<file path="src/rtl/bank_mapper_pkg.sv">
package bank_mapper_pkg;

  typedef enum logic [1:0] {
    TGT_NONE = 2'd0,
    TGT_ROM  = 2'd1,
    TGT_RAM  = 2'd2
  } tgt_e;

  // Page layout of the all-RAM mode, per layout code and slot.
  function automatic logic [2:0] allram_page(input logic [1:0] layout,
                                             input logic [1:0] slot);
    logic [2:0] p;
    case (layout)
      2'd0:    p = {1'b0, slot};
      2'd1:    p = {1'b1, slot};
      2'd2:    p = (slot == 2'd3) ? 3'd3 : {1'b1, slot};
      default: begin
        case (slot)
          2'd0:    p = 3'd4;
          2'd1:    p = 3'd7;
          2'd2:    p = 3'd6;
          default: p = 3'd3;
        endcase
      end
    endcase
    return p;
  endfunction

endpackage

</file>
<file path="src/rtl/mapper_slot_decode.sv">
module mapper_slot_decode
  import bank_mapper_pkg::*;
#(
  parameter int PAGE_W = 8
) (
  input  logic [1:0]        slot,
  input  logic [7:0]        ctl_main,
  input  logic [7:0]        ctl_sys,
  input  logic [7:0]        ctl_ovl,
  input  logic [7:0]        ctl_ext,
  output tgt_e              tgt,
  output logic [PAGE_W-1:0] page,
  output logic              ovl_hit
);
  localparam int HI_W = PAGE_W - 3;

  logic [1:0]      rom_idx;
  logic [HI_W-1:0] hi_bits;
  logic [2:0]      ram_base;

  assign rom_idx  = {ctl_sys[2], ctl_main[4]};
  assign hi_bits  = ctl_ext[PAGE_W-1:3];
  assign ram_base = allram_page(ctl_sys[2:1], slot);

  always_comb begin
    tgt     = TGT_RAM;
    page    = '0;
    ovl_hit = 1'b0;
    if (!ctl_sys[0]) begin
      case (slot)
        2'd0: begin
          if (ctl_ovl[rom_idx]) begin
            ovl_hit = 1'b1;
            page    = PAGE_W'(4'd12 + {2'b00, rom_idx});
          end else begin
            tgt  = TGT_ROM;
            page = PAGE_W'(rom_idx);
          end
        end
        2'd1:    page = PAGE_W'(3'd5);
        2'd2:    page = PAGE_W'(3'd2);
        default: page = {hi_bits, ctl_main[2:0]};
      endcase
    end else begin
      if (slot == 2'd1) page = {hi_bits, ram_base};
      else              page = PAGE_W'(ram_base);
    end
  end

endmodule

</file>
<file path="src/rtl/mapper_wr_guard.sv">
module mapper_wr_guard
  import bank_mapper_pkg::*;
#(
  parameter int PAGE_W = 8
) (
  input  logic              clk,
  input  logic              rst,
  input  tgt_e              tgt,
  input  logic [PAGE_W-1:0] page,
  input  logic              ovl_hit,
  input  logic              upper_half,
  input  logic              rd,
  input  logic              wr,
  input  logic [7:0]        ctl_ovl,
  input  logic [7:0]        ctl_vid,
  output logic              rom_cs_n,
  output logic              ram_cs_n,
  output logic              vram_cs_n,
  output logic              ram_we_n,
  output logic              vram_we_n
);
  logic shared_bank;
  logic region_off;
  logic ram_locked;

  assign shared_bank = (page[PAGE_W-1:2] == (PAGE_W-2)'(1));
  assign ram_locked  = (ovl_hit && ctl_ovl[4]) || (shared_bank && ctl_vid[4]);

  always_comb begin
    case (page[1:0])
      2'b01:   region_off = upper_half ? ctl_vid[2] : ctl_vid[0];
      2'b11:   region_off = upper_half ? ctl_vid[2] : ctl_vid[1];
      default: region_off = ctl_vid[3];
    endcase
  end

  always_comb begin
    rom_cs_n  = 1'b0;
    ram_cs_n  = 1'b0;
    vram_cs_n = 1'b0;
    ram_we_n  = 1'b0;
    vram_we_n = 1'b0;
    if (rd && tgt == TGT_ROM) begin
      rom_cs_n = 1'b1;
    end else if (rd && tgt == TGT_RAM) begin
      if (shared_bank && ctl_vid[5]) vram_cs_n = 1'b1;
      else                           ram_cs_n  = 1'b1;
    end else if (wr && tgt == TGT_RAM) begin
      ram_cs_n = 1'b1;
      ram_we_n = !ram_locked;
      if (shared_bank) begin
        vram_cs_n = 1'b1;
        vram_we_n = !region_off;
      end
    end
  end

  // Overlay RAM marked read-only never takes a write.
  assert_ovl_protect_R4: assert property (@(posedge clk) disable iff (rst)
    (wr && tgt == TGT_RAM && page[PAGE_W-1:2] == (PAGE_W-2)'(3) && ovl_hit && ctl_ovl[4])
      |-> (ram_cs_n && !ram_we_n));

  // Main RAM pages 4-7 locked against writes.
  assert_main_lock_R6: assert property (@(posedge clk) disable iff (rst)
    (wr && page >= PAGE_W'(4) && page <= PAGE_W'(7) && ctl_vid[4]) |-> !ram_we_n);

  // Redirected reads never touch main RAM.
  assert_redirect_R8: assert property (@(posedge clk) disable iff (rst)
    (rd && tgt == TGT_RAM && page >= PAGE_W'(4) && page <= PAGE_W'(7) && ctl_vid[5])
      |-> (vram_cs_n && !ram_cs_n));

endmodule

</file>
<file path="src/rtl/bank_mapper.sv">
module bank_mapper
  import bank_mapper_pkg::*;
#(
  parameter int ADDR_W = 16,
  parameter int PAGE_W = 8
) (
  input  logic              clk,
  input  logic              rst,
  input  logic [ADDR_W-1:0] cpu_addr,
  input  logic              cpu_rd,
  input  logic              cpu_wr,
  input  logic [7:0]        pg_main,
  input  logic [7:0]        pg_sys,
  input  logic [7:0]        pg_ovl,
  input  logic [7:0]        pg_vid,
  input  logic [7:0]        pg_ext,
  output logic              rom_cs,
  output logic              ram_cs,
  output logic              vram_cs,
  output logic              ram_we,
  output logic              vram_we,
  output logic [PAGE_W-1:0] phys_page,
  output logic [ADDR_W-3:0] page_off
);
  localparam int OFF_W = ADDR_W - 2;

  tgt_e              dec_tgt;
  logic [PAGE_W-1:0] dec_page;
  logic              dec_ovl;
  logic              n_rom_cs, n_ram_cs, n_vram_cs, n_ram_we, n_vram_we;

  mapper_slot_decode #(.PAGE_W(PAGE_W)) u_decode (
    .slot     (cpu_addr[ADDR_W-1:ADDR_W-2]),
    .ctl_main (pg_main),
    .ctl_sys  (pg_sys),
    .ctl_ovl  (pg_ovl),
    .ctl_ext  (pg_ext),
    .tgt      (dec_tgt),
    .page     (dec_page),
    .ovl_hit  (dec_ovl)
  );

  mapper_wr_guard #(.PAGE_W(PAGE_W)) u_guard (
    .clk        (clk),
    .rst        (rst),
    .tgt        (dec_tgt),
    .page       (dec_page),
    .ovl_hit    (dec_ovl),
    .upper_half (cpu_addr[OFF_W-1]),
    .rd         (cpu_rd),
    .wr         (cpu_wr),
    .ctl_ovl    (pg_ovl),
    .ctl_vid    (pg_vid),
    .rom_cs_n   (n_rom_cs),
    .ram_cs_n   (n_ram_cs),
    .vram_cs_n  (n_vram_cs),
    .ram_we_n   (n_ram_we),
    .vram_we_n  (n_vram_we)
  );

  always_ff @(posedge clk) begin
    if (rst) begin
      rom_cs    <= 1'b0;
      ram_cs    <= 1'b0;
      vram_cs   <= 1'b0;
      ram_we    <= 1'b0;
      vram_we   <= 1'b0;
      phys_page <= '0;
      page_off  <= '0;
    end else begin
      rom_cs    <= n_rom_cs;
      ram_cs    <= n_ram_cs;
      vram_cs   <= n_vram_cs;
      ram_we    <= n_ram_we;
      vram_we   <= n_vram_we;
      phys_page <= dec_page;
      page_off  <= cpu_addr[OFF_W-1:0];
    end
  end

  // Input rule: one strobe at a time.
  assert_one_strobe_R10: assert property (@(posedge clk) disable iff (rst)
    !(cpu_rd && cpu_wr));

  assert_idle_quiet_R10: assert property (@(posedge clk) disable iff (rst)
    (!cpu_rd && !cpu_wr) |=> !(rom_cs || ram_cs || vram_cs));

  assert_read_selects_R10: assert property (@(posedge clk) disable iff (rst)
    (cpu_rd && !cpu_wr) |=> $countones({rom_cs, ram_cs, vram_cs}) == 1);

  assert_rom_no_write_R9: assert property (@(posedge clk) disable iff (rst)
    rom_cs |-> (!ram_we && !vram_we && !ram_cs && !vram_cs));

  assert_we_needs_cs_R7: assert property (@(posedge clk) disable iff (rst)
    (!ram_we || ram_cs) && (!vram_we || vram_cs));

  assert_offset_R11: assert property (@(posedge clk) disable iff (rst)
    (cpu_rd || cpu_wr) |=> page_off == $past(cpu_addr[OFF_W-1:0]));

endmodule

</file>
<file path="config.mk">
export PLATFORM = sky130hd
export DESIGN_NAME = bank_mapper
export DESIGN_NICKNAME = d
export VERILOG_FILES = /design/src/rtl/bank_mapper_pkg.sv /design/src/rtl/mapper_slot_decode.sv /design/src/rtl/mapper_wr_guard.sv /design/src/rtl/bank_mapper.sv
export SDC_FILE = /design/constraint.sdc
export NUM_CORES = 1
export LEC_CHECK = 0
export ABC_AREA = 1
export BUFFER_PORTS_ARGS = -buffer_cell sky130_fd_sc_hd__buf_4
export CAP_MARGIN = 20
export CORE_ASPECT_RATIO = 1.2
export CORE_MARGIN = 1.5
export CORE_UTILIZATION = 31
export DETAILED_ROUTE_END_ITERATION = 12
export PLACE_DENSITY = 0.67
export SYNTH_ARGS = -nofsm -noshare
export SYNTH_HDL_FRONTEND = slang
export SYNTH_SLANG_ARGS = --single-unit
</file>
<file path="constraint.sdc">
create_clock -name clk -period 1.7 [get_ports clk]
set_input_delay 0.17 -clock clk [delete_from_list [all_inputs] [get_ports clk]]
set_output_delay 0.17 -clock clk [all_outputs]
set_load 0.005 [all_outputs]
</file>
==> results of run 1 <==
[kinds of logic after synthesis]
logic type,share of synthesized area [%]
buffers and inverters,11.3
AOI/OAI and AO/OA,6.97
and+or+nand+nor,32.3
DFF,49.4
[cell type report]
type,instances,area (um2),area share (%)
Tap cell,37,46.3,2.75
Clock buffer,4,45.0,2.67
Sequential cell,27,541,32.1
Inverter,28,105,6.24
Multi-Input combinational cell,91,430,25.5
Timing Repair Buffer,69,518,30.7
[sequential cells by signal (all words and copies together), names as in the netlist]
signal / flops
vram_we: 1
ram_cs: 1
phys_page: 8
ram_we: 1
page_off: 14
rom_cs: 1
vram_cs: 1
[per-stage QoR]
stage	total power, uW	setup WS [ns]	hold slack (ns)	area (um2)
5_1_grt	1340	0.630	0.0985	1690
2_1_floorplan	795	0.667	0.239	1090
3_3_place_gp	936	0.491	0.369	1640
6_report	1260	0.775	0.0994	1690
3_5_place_dp	937	0.489	0.376	1640
4_1_cts	1280	0.758	0.0977	1690
[routing by layer]
metal  routed length, um  vias to the layer above
li1                    -                      584
met1                 965                      447
met2                1100                       42
met3                 155                        2
met4                  27                        0
met5                   0                        -
[report_power, final]
part           total [uW]  switching [uW]  internal (uW)
combinational         247             109            138
sequential            671            7.14            664
clock                 346             179            167
total                1260             295            969
[critical path: stages]
cell and delay, ns:
buf_4 0.14, nor2_2 0.17, nor2_4 0.08, o21ai_1 0.08, nand2_1 0.11, nor2_4 0.16, nand3_1 0.08, nand2_1 0.07
inv_1 0.03
[synthesized netlist by cell type]
master    instances
inv_1            28
nor2_4            2
o21a_1            2
a21oi_4           1
nand4_1           2
clkbuf_1          2
dfxtp_1          27
o21ai_0           1
nor3_2            1
a21oi_1           5
o21ai_1           3
buf_6             1
or2_2             1
nand3_1          10
nand3_2           1
nor2_1           27
nand2_2           2
nand2_1          31
nor2_2            2
[worst max-delay path by stage]
stage	from	endpoint
2_1_floorplan	cpu_addr[14]	vram_cs
3_3_place_gp	pg_sys[0]	vram_cs
3_5_place_dp	pg_sys[0]	ram_we
4_1_cts	pg_sys[0]	ram_we
5_1_grt	pg_main[4]	ram_we
6_report	pg_sys[0]	ram_we
==> flow_metrics.env, run 1 <==
export IMPL_grt_pass1_wl_um=3660
export IMPL_hold_path_class="input port to flop"
export IMPL_slew_headroom_pct=83.1
export IMPL_cp_data_arrival_time_ns=1.09
export IMPL_routed_wire_length_per_instance_um=8.79
export IMPL_synth_fp_nets=209
export IMPL_met2_usage_pct=21.0
export IMPL_grt_setup_unrepaired="no"
export IMPL_syn_to_final_growth_pct=53.9
export IMPL_clock_sinks=27
export IMPL_path_clk_slew_ns=0.08
export IMPL_clock_root_buffer="clkbuf_8"
export IMPL_ant_nets=0
export IMPL_final_cell_mix="69 x buf_4, 31 x nand2_1, 28 x inv_1"
export IMPL_htreeDepth=1
export IMPL_die_area_um2=3900
export IMPL_ys_seq_area_share_pct=49.4
export IMPL_yosys_area_top_type="dfxtp_1"
export IMPL_clk_path_buf_depth=2
export IMPL_die_y_um=68.1
export IMPL_hold_buffers=0
export IMPL_status="finished clean"
export IMPL_antennaDiodeCount=0
export IMPL_grt_max_degree=25
export IMPL_vias=1075
export IMPL_ioPinCount=87
export IMPL_cts_buffers_inserted=3
export IMPL_placed_cells=252
export IMPL_setup_viol=0
export IMPL_cts_tree="done"
export IMPL_holdPathStages=3
export IMPL_cts_repair_resized=0
export IMPL_rows=23
export IMPL_fp_coreArea_um2=3370
export IMPL_antenna_found_initial=0
export IMPL_hold_path_end="page_off[12]"
export IMPL_period_needed_ns=0.925
export IMPL_gr_usage_met1_pct=14.3
export IMPL_tightest_slew_ns=0.252
export IMPL_p_leak_uw=0.000945
export IMPL_syn_area_um2=1090
export IMPL_worst_path_max_fanout=7
export IMPL_post_route_util_pct=50.1
export IMPL_yosysUniqueCellTypes=19
export IMPL_routed_wl_um=2250
export IMPL_dp_hpwl_um=1830
export IMPL_drt_first_pass_iters=4
export IMPL_start_util_pct=32.5
export IMPL_drv_cap=0
export IMPL_grt_use_total_pct=11.9
export IMPL_post_route_period_util_pct=54.4
export IMPL_syn_inst=149
export IMPL_viasPerCell=4.20
export IMPL_yosysWarnings=0
export IMPL_ir_worst_vdd_uv=496
export IMPL_final_cells=256
export IMPL_synth_area_per_cell_um2=7.35
export IMPL_setup_tns_ns=0
export IMPL_cts_setup_buffers=0
export IMPL_die_x_um=57.3
export IMPL_remaining_drc_errors=0
export IMPL_powerDensity_nw_per_um2=750
export IMPL_drt_iter0_markers=30
export IMPL_hp_start="cpu_addr[12]"
export IMPL_final_common_cell="buf_4"
export IMPL_slew_violations=0
export IMPL_finalHoldViolCount=0
export IMPL_gr_total_overflow=0
export IMPL_cp_end_kind="flop"
export IMPL_drive_gt1_share_pct=37.4
export IMPL_fmax_ghz=1.08
export IMPL_criticalPathCategory="input port to flop"
export IMPL_io_buffers=69
export IMPL_cp_start_kind="input port"
export IMPL_synth_area_leaders="dfxtp_1 49%, nand2_1 11%, inv_1 9.6%"
export IMPL_fillers=354
export IMPL_critPathRequiredTime_ns=1.87
export IMPL_gr_max_usage_layer="met2"
export IMPL_synth_seq_cells=27
export IMPL_grt_pass1_vias=917
export IMPL_met3_usage_pct=1.13
export IMPL_globalplace_congestion=0.707
export IMPL_yosysTopAreaCellShare_pct=49.4
export IMPL_nets=280
Power figures use the tool's default switching activity.
==> run 2: changes to the inputs <==
==> constraint.sdc (replaced) <==
create_clock -name clk -period 0.9 [get_ports clk]
set_input_delay 0.09 -clock clk [delete_from_list [all_inputs] [get_ports clk]]
set_output_delay 0.09 -clock clk [all_outputs]
set_load 0.005 [all_outputs]
==> run 2 against run 1 <==
Power grew 94%. Cell count increased by 4.7%. Count of clock-buffer cells in the layout is 1 lower. Critical path depth unchanged. Sequential power is 89% higher. Utilization up 3.7 points. Global-route usage is 0.74 points higher. Clock power increased by 91%. Critical endpoint unchanged.
==> flow_metrics.env, run 2 (same netlist as run 1, synthesis figures left out) <==
export IMPL_status="finished clean"
export IMPL_slew_violations=0
export IMPL_setup_tns_ns=0
export IMPL_period_needed_ns=0.812
export IMPL_die_x_um=57.3
export IMPL_rows=23
export IMPL_routed_wire_length_per_instance_um=8.85
export IMPL_holdPathStages=3
export IMPL_largestRegisters="page_off (14), phys_page (8)"
export IMPL_fp_coreArea_um2=3370
export IMPL_drv_cap=0
export IMPL_clock_sinks=27
export IMPL_cp_end_kind="flop"
export IMPL_largest_register="page_off"
export IMPL_die_y_um=68.1
export IMPL_viasPerCell=4.18
export IMPL_hp_start="cpu_addr[12]"
export IMPL_cp_data_arrival_time_ns=0.98
export IMPL_grt_use_total_pct=12.6
export IMPL_ant_nets=0
export IMPL_slew_headroom_pct=84.3
export IMPL_powerDensity_nw_per_um2=1350
export IMPL_grt_max_degree=24
export IMPL_grt_pass1_vias=985
export IMPL_intPower_uw=1870
export IMPL_design_area_um2=1810
export IMPL_clk_path_buf_depth=2
export IMPL_drt_first_pass_iters=4
export IMPL_nets=292
export IMPL_hold_path_class="input port to flop"
export IMPL_p_sw_uw=585
export IMPL_critical_path_cell_chain="buf_4 > nor2_2 > nor2_4 > o21ai_1 > nand2_1 > nor2_4 > nand3_1 > nand2_1 > inv_1"
export IMPL_antennaDiodeCount=0
export IMPL_gr_total_overflow=0
export IMPL_p_leak_uw=0.00101
export IMPL_hold_path_end="page_off[12]"
export IMPL_syn_to_final_growth_pct=65.4
export IMPL_hold_buffers=0
export IMPL_cp_start_kind="input port"
export IMPL_die_area_um2=3900
export IMPL_largest_register_ffs=14
export IMPL_critPathMaxStageDelay_ns=0.17
export IMPL_ir_worst_vdd_uv=834
export IMPL_dp_hpwl_um=1980
export IMPL_drt_iter0_markers=12
export IMPL_globalplace_congestion=0.781
export IMPL_final_common_cell="buf_4"
export IMPL_cts_setup_buffers=0
export IMPL_worst_path_max_fanout=6
export IMPL_routed_wl_um=2370
export IMPL_tightest_slew_ns=0.236
export IMPL_grt_setup_unrepaired="no"
export IMPL_p_seq_share_pct=51.7
export IMPL_start_util_pct=32.5
export IMPL_post_route_util_pct=53.8
export IMPL_fmax_ghz=1.23
export IMPL_criticalPathCategory="input port to flop"
export IMPL_totalPowerFinal_uw=2450
export IMPL_final_cell_mix="81 x buf_4, 31 x nand2_1, 28 x inv_1"
export IMPL_cts_tree="done"
export IMPL_antenna_found_initial=0
export IMPL_io_buffers=69
export IMPL_vias=1120
export IMPL_drive_gt1_share_pct=43.3
export IMPL_place_area_um2=1740
export IMPL_cts_buffers_inserted=3
export IMPL_finalHoldViolCount=0
export IMPL_clock_root_buffer="clkbuf_8"
export IMPL_grt_pass1_wl_um=3840
export IMPL_critPathRequiredTime_ns=1.07
export IMPL_critPathSlowestCell="nor2_2"
export IMPL_htreeDepth=1
export IMPL_remaining_drc_errors=0
export IMPL_post_route_period_util_pct=90.2
export IMPL_fillers=356
export IMPL_p_sw_share_pct=23.9
export IMPL_path_clk_slew_ns=0.09
export IMPL_setup_viol=0
export IMPL_ioPinCount=87
export IMPL_p_comb_share_pct=21.3
export IMPL_cts_repair_resized=0
export IMPL_pwr_share_clk_pct=26.9
## run 2: area by class of cell
type | count | area (um2) | share of cell area, %
Clock inverter | 1 | 7.51 | 0.415
Tap cell | 37 | 46.3 | 2.56
Multi-Input combinational cell | 91 | 462 | 25.5
Inverter | 28 | 105 | 5.81
Timing Repair Buffer | 81 | 608 | 33.6
Sequential cell | 27 | 541 | 29.9
Clock buffer | 3 | 41.3 | 2.28
## run 2: worst max-delay path, delay by kind of cell
| kind | cells | cell delay, ns |
|---|---|---|
| compound gates | 1 | 0.07 |
| buf+inv | 2 | 0.17 |
| simple gates | 6 | 0.65 |
## run 2: power by group through the flow
stage / combinational, uW / sequential [uW] / clock (uW)
finish: 523 / 1270 / 661
global route: 589 / 1270 / 749
CTS: 524 / 1270 / 705
detailed placement: 523 / 1300 / 0
global placement: 520 / 1300 / 0
floorplan: 199 / 1310 / 0
## run 2: per-stage QoR
stage	hold WS (ns)	worst slack, ns	cells
final	0.0206	0.0879	268
after global routing	0.0213	0.0128	268
after CTS	0.0129	0.0708	268
after detailed placement	0.297	-0.214	264
after global placement	0.290	-0.176	264
after floorplan	0.159	-0.00626	149
## run 2: worst max-delay path by stage
| stage | startpoint | endpoint | cells after the start |
|---|---|---|---|
| final | pg_sys[0] | ram_we | 9 |
| after global routing | pg_sys[0] | ram_we | 9 |
| after CTS | pg_main[4] | vram_we | 10 |
| after detailed placement | pg_main[4] | vram_we | 10 |
| after global placement | pg_sys[0] | ram_cs | 9 |
| after floorplan | cpu_addr[14] | vram_cs | 7 |
## run 2: per-layer routing
layer	part of all wire (%)	track usage, %	routed length (um)
met5	0	0	0
met4	1.3	6.10	31
met1	36	12.9	863
met3	10	3.97	242
met2	52	23.3	1230
